### config.mk
export PLATFORM = sky130hd
export DESIGN_NAME = btn_step_counter
export DESIGN_NICKNAME = d
export VERILOG_FILES = /design/src/rtl/btn_step_counter.sv
export SDC_FILE = /design/constraint.sdc
export NUM_CORES = 1
export LEC_CHECK = 0
export ABC_AREA = 1
export BUFFER_PORTS_ARGS = -buffer_cell sky130_fd_sc_hd__buf_4
export CORE_MARGIN = 2
export CORE_UTILIZATION = 55
export CTS_BUF_LIST = sky130_fd_sc_hd__clkbuf_8
export DETAILED_ROUTE_END_ITERATION = 8
export GPL_TIMING_DRIVEN = 0
export PLACE_DENSITY = 0.84
export SETUP_SLACK_MARGIN = 0.5
export SLEW_MARGIN = 15
export SYNTH_ARGS = -nofsm -noshare
export SYNTH_HDL_FRONTEND = slang
export SYNTH_SLANG_ARGS = --single-unit
### constraint.sdc
create_clock -name clk -period 1.2 [get_ports clk]
set_clock_uncertainty 0.05 [all_clocks]
set_input_delay 0.24 -clock clk [delete_from_list [all_inputs] [get_ports clk]]
set_output_delay 0.24 -clock clk [all_outputs]
set_load 0.005 [all_outputs]
### src/rtl/btn_step_counter.sv
module btn_step_counter #(
  parameter int CNT_W     = 6,
  parameter int UP_STEP   = 4,
  parameter int DOWN_STEP = 1
) (
  input  logic             clk,
  input  logic             rst_n,
  input  logic             btn_down,
  input  logic             btn_up,
  input  logic             btn_reset,
  output logic [CNT_W-1:0] count
);
  localparam int NB = 3;
  localparam int HW = 3;
  localparam logic [HW-1:0]    PRESS_PAT = 3'b011;
  localparam logic [CNT_W-1:0] UP_INC    = CNT_W'(UP_STEP);
  localparam logic [CNT_W-1:0] DN_DEC    = CNT_W'(DOWN_STEP);

  // index 0 = down, 1 = up, 2 = clear
  logic [NB-1:0] btn_in, sync_a, sync_b, hit;
  assign btn_in = {btn_reset, btn_up, btn_down};

  always_ff @(posedge clk or negedge rst_n)
    if (!rst_n) begin
      sync_a <= '0;
      sync_b <= '0;
    end else begin
      sync_a <= btn_in;
      sync_b <= sync_a;
    end

  for (genvar g = 0; g < NB; g++) begin : g_btn
    logic [HW-1:0] hist;
    always_ff @(posedge clk or negedge rst_n)
      if (!rst_n) hist <= '0;
      else        hist <= {hist[HW-2:0], sync_b[g]};
    assign hit[g] = (hist == PRESS_PAT);


    single_hit_chk: assert property (@(posedge clk) disable iff (!rst_n)
      hit[g] |=> !hit[g]);
  end

  always_ff @(posedge clk or negedge rst_n)
    if (!rst_n)      count <= '0;
    else if (hit[2]) count <= '0;
    else if (hit[1]) count <= count + UP_INC;
    else if (hit[0]) count <= count - DN_DEC;


  clear_chk: assert property (@(posedge clk) disable iff (!rst_n)
    hit[2] |=> count == '0);

  up_step_chk: assert property (@(posedge clk) disable iff (!rst_n)
    (hit[1] && !hit[2]) |=> count == $past(count) + UP_INC);

  down_step_chk: assert property (@(posedge clk) disable iff (!rst_n)
    (hit == 3'b001) |=> count == $past(count) - DN_DEC);

  idle_hold_chk: assert property (@(posedge clk) disable iff (!rst_n)
    (hit == '0) |=> $stable(count));
endmodule

After elaboration in Yosys (flattened, before gate mapping)
Index checks and enable logic that the tools add are counted.
{ "word_totals": {"memories": 0, "regBits": 21, "inputBits": 5, "wordCells": 15, "romBits": 0, "out_inout_bits": 6, "latch_bits": 0, "ram_bits": 0} }
{ "op_classes": {"bitwise_logic": 0, "n_lt_le_gt_ge": 0, "mul": 0, "n_reduce_logical": 1, "n_eq_ne": 3, "add_sub_neg": 2, "mux": 3, "n_shift": 0, "div": 0} }
{ "op_table": {"columns": ["cell", "count"], "rows": [
  ["$mux W6", 3],
  ["$eq A3 B2 Y1 const B", 3],
  ["$add A6 B3 Y6 const B", 1],
  ["$sub A6 B1 Y6 const B", 1],
  ["$reduce_bool A3 Y1", 1]
]} }

Logic depth before layout (Yosys ltp)
Gate-level depths: netlist (run 1).
{ "logic_depth": {"depth_word": 4, "depth_mapped": 7, "mapped_depth_nobuf": 7} }

Worst setup path before layout (run 1)
OpenSTA, ideal clock, no wires.
{ "synth_path": {"path_kind": "flip-flop to flip-flop", "startpoint": "reg count[0]", "endpoint": "reg count[4]", "required_ns": 1.031, "setup_time_ns": 0.119, "n_path_buf": 0, "synth_period_minus_slack_ns": 1.144, "path_stages_with_launch": 8, "t_arrival_ns": 0.975, "setup_slack_ns": 0.056, "path_cell_list": "dfrtp_1 > inv_1 > ha_1 > nand3_1 > nand2_2 > nand3_1 > nand2_1 > nor2_1"} }
{ "synth_between": {"elab_chain_len": 4, "elab_cells_between_ends": 5, "classes_between": "add/sub (2); mux (3)"} }
{ "synth_lines": {"columns": ["element", "line_no", "text"], "rows": [
  ["start: declaration", "11", "output logic [CNT_W-1:0] count"],
  ["start signal: assignment", "47", "else if (hit[1]) count <= count + UP_INC;"],
  ["start signal: assignment", "48", "else if (hit[0]) count <= count - DN_DEC;"],
  ["$sub A6 B1 Y6", "48", null],
  ["$mux W6", "48", null],
  ["$mux W6 *", "47", null],
  ["$mux W6 *", "46", "else if (hit[2]) count <= '0;"]
]} }
Every way passes the cells marked *; elsewhere a longest branch is shown, timed or not. The select of a mux whose other input is x is not followed.
A chain may end at the register's enable or synchronous reset.

Final worst setup path (run 1)
{ "layout_path": {"startpoint": "reg count[1]", "endpoint": "reg count[4]"} }
Same word-level chain as after synthesis.

==> results of run 1 <==
==> flip-flops by register name (all words and copies together), names as in the netlist <==
signal      flops
sync_a          3
g_btn.hist      9
sync_b          3
count           6
==> logic make-up after synthesis <==
logic type	share of synthesized area [%]
AOI/OAI and AO/OA	3.68
adders and majority gates	4.41
buffers and inverters	3.97
DFF	61.8
and+or+nand+nor	26.2
==> worst reg2reg max path: stages, from the launching register on <==
cell     delay [ns]
dfrtp_1        0.47
inv_2          0.07
ha_4           0.17
nand3_2        0.07
nand2_2        0.07
a21oi_2        0.14
nor2_2         0.06
==> repair_timing <==
item / in CTS / in global routing
endpoints found under the setup margin: 12 / 15
pin swaps: 4 / 5
hold buffers: 1 / 0
gates resized for setup: 10 / 6
cloned: 0 / 0
hold endpoints to repair: 21 / 0
buffers inserted: 4 / 1
==> final cells by class <==
| cell class | count | area (um^2) | share of cell area (%) |
|---|---|---|---|
| sequential | 21 | 529 | 46.7 |
| multi-input combinational | 48 | 355 | 31.4 |
| timing repair buffer | 16 | 149 | 13.1 |
| clock buffer | 3 | 41.3 | 3.65 |
| inverter | 9 | 33.8 | 2.98 |
| tap | 16 | 20.0 | 1.77 |
| clock inverter | 1 | 3.75 | 0.331 |
==> path summary, 6_finish.rpt <==
path                            startpoint                to  slack [ns]  cells past startpoint
worst max register to register    count[1]          count[4]       -0.02                      6
max in group asynchronous            rst_n          count[4]        0.59                      2
worst min-delay path             btn_reset         sync_a[2]        0.04                      1
min in group asynchronous            rst_n          count[2]        0.33                      2
worst max-delay path              count[1]          count[4]       -0.02                      6
worst min register to register   sync_b[1]  g_btn[1].hist[0]        0.30                      0
==> where the power goes <==
part,switching (W),internal [W],total (W)
combinational,0.000346,0.000414,0.000760
sequential,0.000130,0.000816,0.000947
clock,0.000201,0.000227,0.000428
==> through the flow <==
stage          hold WS (ns)  worst slack, ns  cells  total power (W)
5_1_grt              0.0265          -0.0965    114          0.00227
6_report             0.0408          -0.0167    114          0.00214
4_1_cts              0.0362           0.0365    113          0.00210
2_1_floorplan        -0.106            0.107     78          0.00129
3_3_place_gp         0.0794           0.0527    104          0.00147
3_5_place_dp         0.0799           0.0188    104          0.00152
==> cells in the mapped netlist <==
master,count,area (um^2)
nand3_4,2,35.0
nand2_1,13,48.8
nand2_2,4,25.0
nor2_1,8,30.0
o21ai_0,2,10.0
o21bai_1,1,7.51
nor2_4,1,11.3
dfrtp_1,21,526
inv_1,7,26.3
a21oi_1,1,5.00
ha_1,3,37.5
o21ai_2,1,8.76
inv_2,2,7.51
nand3_2,2,20.0
nor2_2,1,6.26
nand3_1,8,40.0
nand4_1,1,6.26
==> layer usage <==
layer | track usage [%] | part of all wire, % | wire, um | vias up
met5 | 0 | 0 | 0 | -
met4 | 10.9 | 1.3 | 19 | 0
met3 | 5.00 | 4.5 | 65 | 2
met2 | 31.3 | 53 | 764 | 19
met1 | 20.1 | 41 | 598 | 302
li1 | - | - | - | 287
==> run_results.csv, run 1 <==
group,metric,value,unit
floorplan,start_util,57.8,%
placed_design,postPlaceCellArea,990,um^2
global_route,grt_first_pass_wirelength,2440,um
route,post_drt_wl_per_cell,12.7,um
timing,slew_headroom,84.3,%
setup_path,cp-end-kind,"flop",
finish,finalNetCount,107,
placed_design,dp_hpwl,974,um
power,leakage,0.534,nW
route,vias_per_cell,5.35,
finish,area_growth,33.1,%
setup_path,cp_num_buf_inv,1,
setup_path,cp_slowest_cell,"dfrtp_1",
floorplan,fp.dieH,43.3,um
placed_design,io_buffers,10,
global_route,antenna_found_initial,0,
logic_synthesis,yosysSeqAreaShare,61.8,%
route,ant_nets,0,
clock_network,clk_latency,0.25,ns
placed_design,place_congestion,0.746,
floorplan,chipWidth,43.3,um
clock_network,cts_buffer_depth,2,
finish,fill_cells,94,
route,vias,610,
timing,finalSetupViolations,1,
logic_synthesis,synth_cell_types,17,
setup_path,crit_required,1.29,ns
global_route,globalRouteOverflowTotal,0,
clock_network,cts_made_buffers,3,
power,ir_drop,1130,uV
timing,fmax,0.822,GHz
logic_synthesis,synthesis.area,851,um^2
setup_path,worstPathMaxFanout,4,
timing,rsz0062_at_grt,"yes",
hold_path,hold_path_class,"input pin to flop",
floorplan,core-area,0.00147,mm^2
timing,period_minus_slack,1.22,ns
power,power.density,1890,mW/mm^2
finish,fin_area,0.00113,mm^2
timing,tightest_slew,0.235,ns
floorplan,dieArea,0.00188,mm^2
timing,setup_ws,-0.0167,ns
finish,antenna_cells,0,
route,detail_route.iter0.violations,15,
route,drtPass1Iterations,4,
setup_path,crit_chain,"inv_2 > ha_4 > nand3_2 > nand2_2 > a21oi_2 > nor2_2",
clock_network,cts.clk_slew.worst_paths,0.07,ns
finish,utilization,77.0,%
timing,slew_violations,0,
timing,tns,-0.0167,ns
setup_path,crit_arrival,1.31,ns
timing,hold_viol_final,0,
logic_synthesis,syn_nets,86,
timing,period_share,101,%
outcome,outcome,"finished, violations left",
global_route,grt_use_total,18.3,%
setup_path,crit_path_start_kind,"flop",
clock_network,clock_sinks,21,
setup_path,path_delay_family,"flip-flops",
floorplan,num_rows,14,
clock_network,ctsRootBufferMaster,"clkbuf_8",
logic_synthesis,synth_cells,78,
global_route,grt_pass1_vias,602,
route,drc,0,
floorplan,io_pins,11,
finish,drive_gt1_share,49.0,%
setup_path,path_class,"flop to flop",
global_route,grt_max_degree,22,
finish,mostFrequentLayoutCells,"18 x dfrtp_1, 10 x nand2_1, 8 x buf_4",
finish,final_common_cell,"dfrtp_1",
logic_synthesis,yosys_warnings,0,
clock_network,cts_tree,"built",
setup_path,cpPeakStageDelay,0.47,ns
route,routed_wl,1450,um
logic_synthesis,synth_seq_cells,21,
job,drv_cap,0,
outcome,violations,"negative setup slack",
logic_synthesis,syn_avg_cell_area,10.9,um^2
clock_network,cts_max_level,1,
(Power assumes the default switching activity.)
==> run 2: changes to the inputs <==
Settings changed: BUFFER_PORTS_ARGS -buffer_cell sky130_fd_sc_hd__buf_4 to not set, DONT_BUFFER_PORTS set to 1, PLACE_DENSITY 0.84 to 0.78.
==> run 2 against run 1 <==
  * Sequential power is 2% higher
  * Critical path type unchanged
  * Clock power hardly changed
  * Sequential share of layout area is 3.8 points higher
  * Fmax increased by 5.0%
  * Via count fell by 8.5%
  * The run ends with negative hold slack left
  * Sequential cell count stayed put
  * Cell count down 6.1%
  * Routed wire length shrank 5.4%
  * Non-clock buffer count decreased by 7
  * Clock-buffer cell count did not move
  * Critical endpoint is now count[5]
==> run_results.csv, run 2 (synthesis gave the netlist of run 1 again) <==
group,metric,value,unit
timing,slew_violations,0,
timing,setup_ws,0.0415,ns
clock_network,ctsRootBufferMaster,"clkbuf_8",
placed_design,dp_hpwl,876,um
hold_path,hold_path_class,"input pin to asynchronous set/reset pin",
global_route,busiest_layer,"met2",
timing,period_minus_slack,1.16,ns
floorplan,fp.dieH,43.3,um
finish,largest-register,"g_btn.hist",
power,ir_drop,1200,uV
finish,finalNetCount,100,
finish,fill_cells,103,
route,ant_nets,0,
setup_path,crit_arrival,1.30,ns
route,drtPass1Iterations,4,
clock_network,cts_tree,"built",
clock_network,cts_made_buffers,3,
floorplan,dieArea,0.00188,mm^2
timing,period_share,96.5,%
global_route,use_met2,24.8,%
route,post_drt_wl_per_cell,12.8,um
global_route,antenna_found_initial,0,
finish,utilization,71.3,%
setup_path,startpoint,"count[2]",
finish,fin_area,0.00105,mm^2
setup_path,path_class,"flop to flop",
clock_network,cts_hold_buf,3,
route,drc,0,
global_route,grt_max_degree,22,
placed_design,place_congestion,0.824,
setup_path,cp-end-kind,"flop",
global_route,globalRouteOverflowTotal,0,
finish,area_growth,23.4,%
timing,tns,0,ns
setup_path,timing.rr.start,"count[2]",
global_route,grt_use_total,17.6,%
finish,largestRegisters,"g_btn.hist x9, count x6",
route,routed_wl,1370,um
power,power.density,1800,mW/mm^2
clock_network,clock_sinks,21,
timing,finalSetupViolations,0,
route,vias_per_cell,5.21,
timing,rsz0062_at_grt,"yes",
placed_design,io_buffers,0,
global_route,grt_first_pass_wirelength,2280,um
setup_path,worstPathMaxFanout,5,
outcome,outcome,"finished, violations left",
timing,tightest_slew,0.171,ns
timing,hold_viol_final,21,
clock_network,cts.clk_slew.worst_paths,0.07,ns
placed_design,postPlaceCellArea,915,um^2
finish,antenna_cells,0,
route,vias,558,
global_route,grtUsageMet3,5.42,%
clock_network,cts_buffer_depth,2,
power,p_total,0.00189,W
job,drv_cap,0,
floorplan,num_rows,14,
floorplan,core-area,0.00147,mm^2
floorplan,start_util,57.8,%
global_route,grt_pass1_vias,545,
placed_design,place_ws,0.00293,ns
timing,fmax,0.863,GHz
floorplan,chipWidth,43.3,um
clock_network,cts_max_level,1,
global_route,use_met1,23.6,%
floorplan,io_pins,11,
clock_network,clk_latency,0.25,ns
finish,final_common_cell,"dfrtp_1",
finish,drive_gt1_share,41.8,%
power,leakage,0.485,nW
route,detail_route.iter0.violations,4,
outcome,violations,"negative hold slack",
setup_path,crit_path_start_kind,"flop",
finish,mostFrequentLayoutCells,"17 x dfrtp_1, 11 x nand2_1, 7 x inv_2, 7 x nand3_1, 7 x nor2_1",
timing,slew_headroom,88.6,%
finish,largest_reg_flops,9,
setup_path,crit_required,1.34,ns
timing,whs,-0.377,ns
run 2: cell count changes in the layout (fill, tap and decap cells not counted), sizes merged:
cell         change
dlygate4sd3      +2
buf              -9
run 2: report_power, final:
| group | internal (W) | total, W | leakage (nW) | switching (W) |
|---|---|---|---|---|
| Sequential | 0.000818 | 0.000962 | 0.246 | 0.000144 |
| Combinational | 0.000236 | 0.000493 | 0.212 | 0.000257 |
| Clock | 0.000227 | 0.000430 | 0.0269 | 0.000203 |
| Total | 0.00128 | 0.00189 | 0.485 | 0.000604 |
run 2: final timing paths:
check                                   end  slack, ns  cells after the start
setup reg to reg                   count[5]       0.04                      7
hold reg to reg            g_btn[1].hist[0]       0.30                      0
min in group clk           g_btn[1].hist[0]       0.30                      0
max in group asynchronous          count[3]       1.40                      0
hold / removal             g_btn[2].hist[2]      -0.38                      0
setup / recovery                   count[5]       0.04                      7
run 2: what timing repair did:
item,4_1_cts,5_1_grt
setup buffers,6,0
hold endpoints to repair,24,21
endpoints found under the setup margin,12,12
pin swaps,2,0
gates resized for setup,6,2
run 2: layer usage:
metal	up-vias	wire length (um)
met2	13	645
met3	4	67
met4	0	22
met1	268	633
met5	-	0
li1	273	-
run 2: worst max-delay path: stages (launching register included):
cell and delay [ns]:
dfrtp_2 0.46, nor2_4 0.14, nand3_1 0.07, nand2_1 0.09, nand3_2 0.07, nand2_2 0.06
inv_2 0.03, nor2_2 0.10
run 2: metrics by stage:
stage	std cells	hold WS [ns]
after floorplan	78	-0.106
after global placement	94	-0.105
after detailed placement	94	-0.105
after CTS	107	-0.386
after global routing	107	-0.394
final	107	-0.377
run 2: final cells by class:
cell class                 instances  area, um^2  share of cell area, %
timing repair buffer               9        75.1                   7.15
clock inverter                     1        3.75                  0.358
tap                               16        20.0                   1.91
sequential                        21         531                   50.5
multi-input combinational         48         345                   32.9
inverter                           9        33.8                   3.22
clock buffer                       3        41.3                   3.93
==> run 3: changes to the inputs <==
Settings changed: CORE_MARGIN 2 to 1.5, RECOVER_POWER set to 50.
==> run 3 against run 2 <==
  * The flow still finishes with violations (negative hold slack)
  * First-iteration DRC count rose to 2.5 times the previous value
  * Routed wire length shrank 5.6%
  * Power fell by 1.2%
  * Critical path type unchanged
  * Sequential power grew 0.4%
  * Cell count is 5.6% lower
  * Largest cell class unchanged
  * Combinational power shrank 6.5%
  * Global-route usage decreased by 0.17 points
==> run_results.csv, run 3 (synthesis gave the netlist of run 1 again) <==
group,metric,value,unit
clock_network,cts_hold_buf,3,
setup_path,crit_required,1.30,ns
global_route,grt_use_total,17.4,%
floorplan,num_rows,14,
power,p_comb_share,24.8,%
clock_network,clk_latency,0.25,ns
timing,slew_headroom,87.4,%
power,power.density,1840,mW/mm^2
power,p_sw_share,32.3,%
timing,tightest_slew,0.188,ns
setup_path,rr_endpoint,"count[4]",
power,p_sw,0.000601,W
global_route,grt_max_degree,22,
clock_network,cts.clk_slew.worst_paths,0.07,ns
timing,finalSetupViolations,0,
finish,instances_no_fill,101,
clock_network,ctsRootBufferMaster,"clkbuf_8",
route,detail_route.iter0.violations,10,
placed_design,dp.cells,94,
setup_path,path_class,"flop to flop",
clock_network,cts_buffer_depth,2,
timing,period_minus_slack,1.17,ns
floorplan,start_util,57.8,%
setup_path,crit_path_start_kind,"flop",
placed_design,io_buffers,0,
power,intPower,0.00126,W
global_route,grt_first_pass_wirelength,2310,um
clock_network,cts_tree,"built",
hold_path,hold_path_class,"input pin to asynchronous set/reset pin",
finish,final_common_cell,"dfrtp_1",
clock_network,clock_sinks,21,
finish,antenna_cells,0,
floorplan,io_pins,11,
finish,utilization,68.7,%
timing,hold_viol_final,21,
placed_design,dp_hpwl,973,um
placed_design,place_congestion,0.813,
setup_path,cp-end-kind,"flop",
global_route,antenna_found_initial,0,
timing,whs,-0.374,ns
setup_path,crit_arrival,1.26,ns
route,drtPass1Iterations,4,
setup_path,r2r_setup_slack,0.03,ns
route,drc,0,
outcome,violations,"negative hold slack",
floorplan,fp.dieH,42.3,um
global_route,grt_pass1_vias,571,
power,leakage,0.459,nW
finish,largest-register,"g_btn.hist",
timing,slew_violations,0,
setup_path,worstPathMaxFanout,5,
power,p_seq_share,51.9,%
job,drv_cap,0,
timing,fmax,0.858,GHz
clock_network,cts_made_buffers,3,
global_route,globalRouteOverflowTotal,0,
finish,drive_gt1_share,38.8,%
clock_network,cts_max_level,1,
timing,rsz0062_at_grt,"yes",
route,routed_wl,1290,um
power,p_total,0.00186,W
route,vias_per_cell,5.44,
power,ir_drop,1320,uV
finish,area_growth,18.8,%
setup_path,timing.rr.start,"count[2]",
floorplan,chipWidth,42.3,um
finish,mostFrequentLayoutCells,"17 x dfrtp_1, 11 x nand2_1, 7 x nor2_1",
finish,largestRegisters,"g_btn.hist x9, count x6",
outcome,outcome,"finished, violations left",
route,vias,549,
route,ant_nets,0,
finish,largest_reg_flops,9,
finish,finalNetCount,94,
floorplan,dieArea,0.00179,mm^2
floorplan,core-area,0.00147,mm^2
timing,period_share,97.1,%
clock_network,cts_setup_buffers,0,
setup_path,ff2ff_path_depth,7,
power,clockPowerShare,23.4,%
route,post_drt_wl_per_cell,12.8,um
==> run 3: through the flow <==
stage | setup slack [ns] | hold slack, ns | setup TNS (ns) | cell area (um^2)
global placement | 0.0204 | -0.105 | 0 | 915
finish | 0.0345 | -0.374 | 0 | 1010
global route | -0.0467 | -0.392 | -0.131 | 1010
detailed placement | 0.00212 | -0.105 | 0 | 915
CTS | 0.0313 | -0.381 | 0 | 1000
floorplan | 0.107 | -0.106 | 0 | 895
==> run 3: critical path, cell delays in order, from the launching register on <==
cell     delay [ns]
dfrtp_2        0.46
inv_2          0.11
ha_4           0.13
nand3_2        0.07
nand2_2        0.09
nand3_2        0.05
nand2_1        0.05
nor2_1         0.04
==> run 3: timing repair <==
item,in CTS,in global routing
gates resized for setup,5,3
endpoints found under the setup margin,12,12
gates cloned,0,0
hold endpoints to repair,24,21
pin swaps,2,3
==> run 3: per-layer routing <==
layer / share of wire (%) / up-vias / track usage [%]
met5: 0 / - / 0
met4: 1.9 / 0 / 9.38
met3: 4.1 / 4 / 3.88
met2: 51 / 14 / 28.6
met1: 43 / 265 / 21.2
li1: - / 266 / -
==> run 3: final cells by class <==
cell class                      count  area, um^2
Fill cell                         112         460
Tap cell                           16        20.0
Sequential cell                    21         531
Clock inverter                      1        5.00
Multi-Input combinational cell     48         350
Timing Repair Buffer                3        30.0
Inverter                            9        33.8
Clock buffer                        3        41.3
==> run 3: power by group through the flow <==
stage	Sequential, W	Clock, W	Combinational (W)
2_1_floorplan	0.000925	0	0.000366
3_3_place_gp	0.000950	0	0.000408
3_5_place_dp	0.000956	0	0.000439
4_1_cts	0.000958	0.000452	0.000457
5_1_grt	0.000980	0.000476	0.000518
6_report	0.000966	0.000435	0.000461
==> run 3: worst max path at each step <==
stage                           from  endpoint  slack (ns)  depth (start not counted)
floorplan                   count[3]  count[4]        0.11                          7
global placement            count[2]  count[5]        0.02                          7
detailed placement          count[2]  count[5]       0.002                          7
CTS                 g_btn[1].hist[1]  count[4]        0.03                          7
global route        g_btn[1].hist[2]  count[2]       -0.05                          7
finish                      count[2]  count[4]        0.03                          7
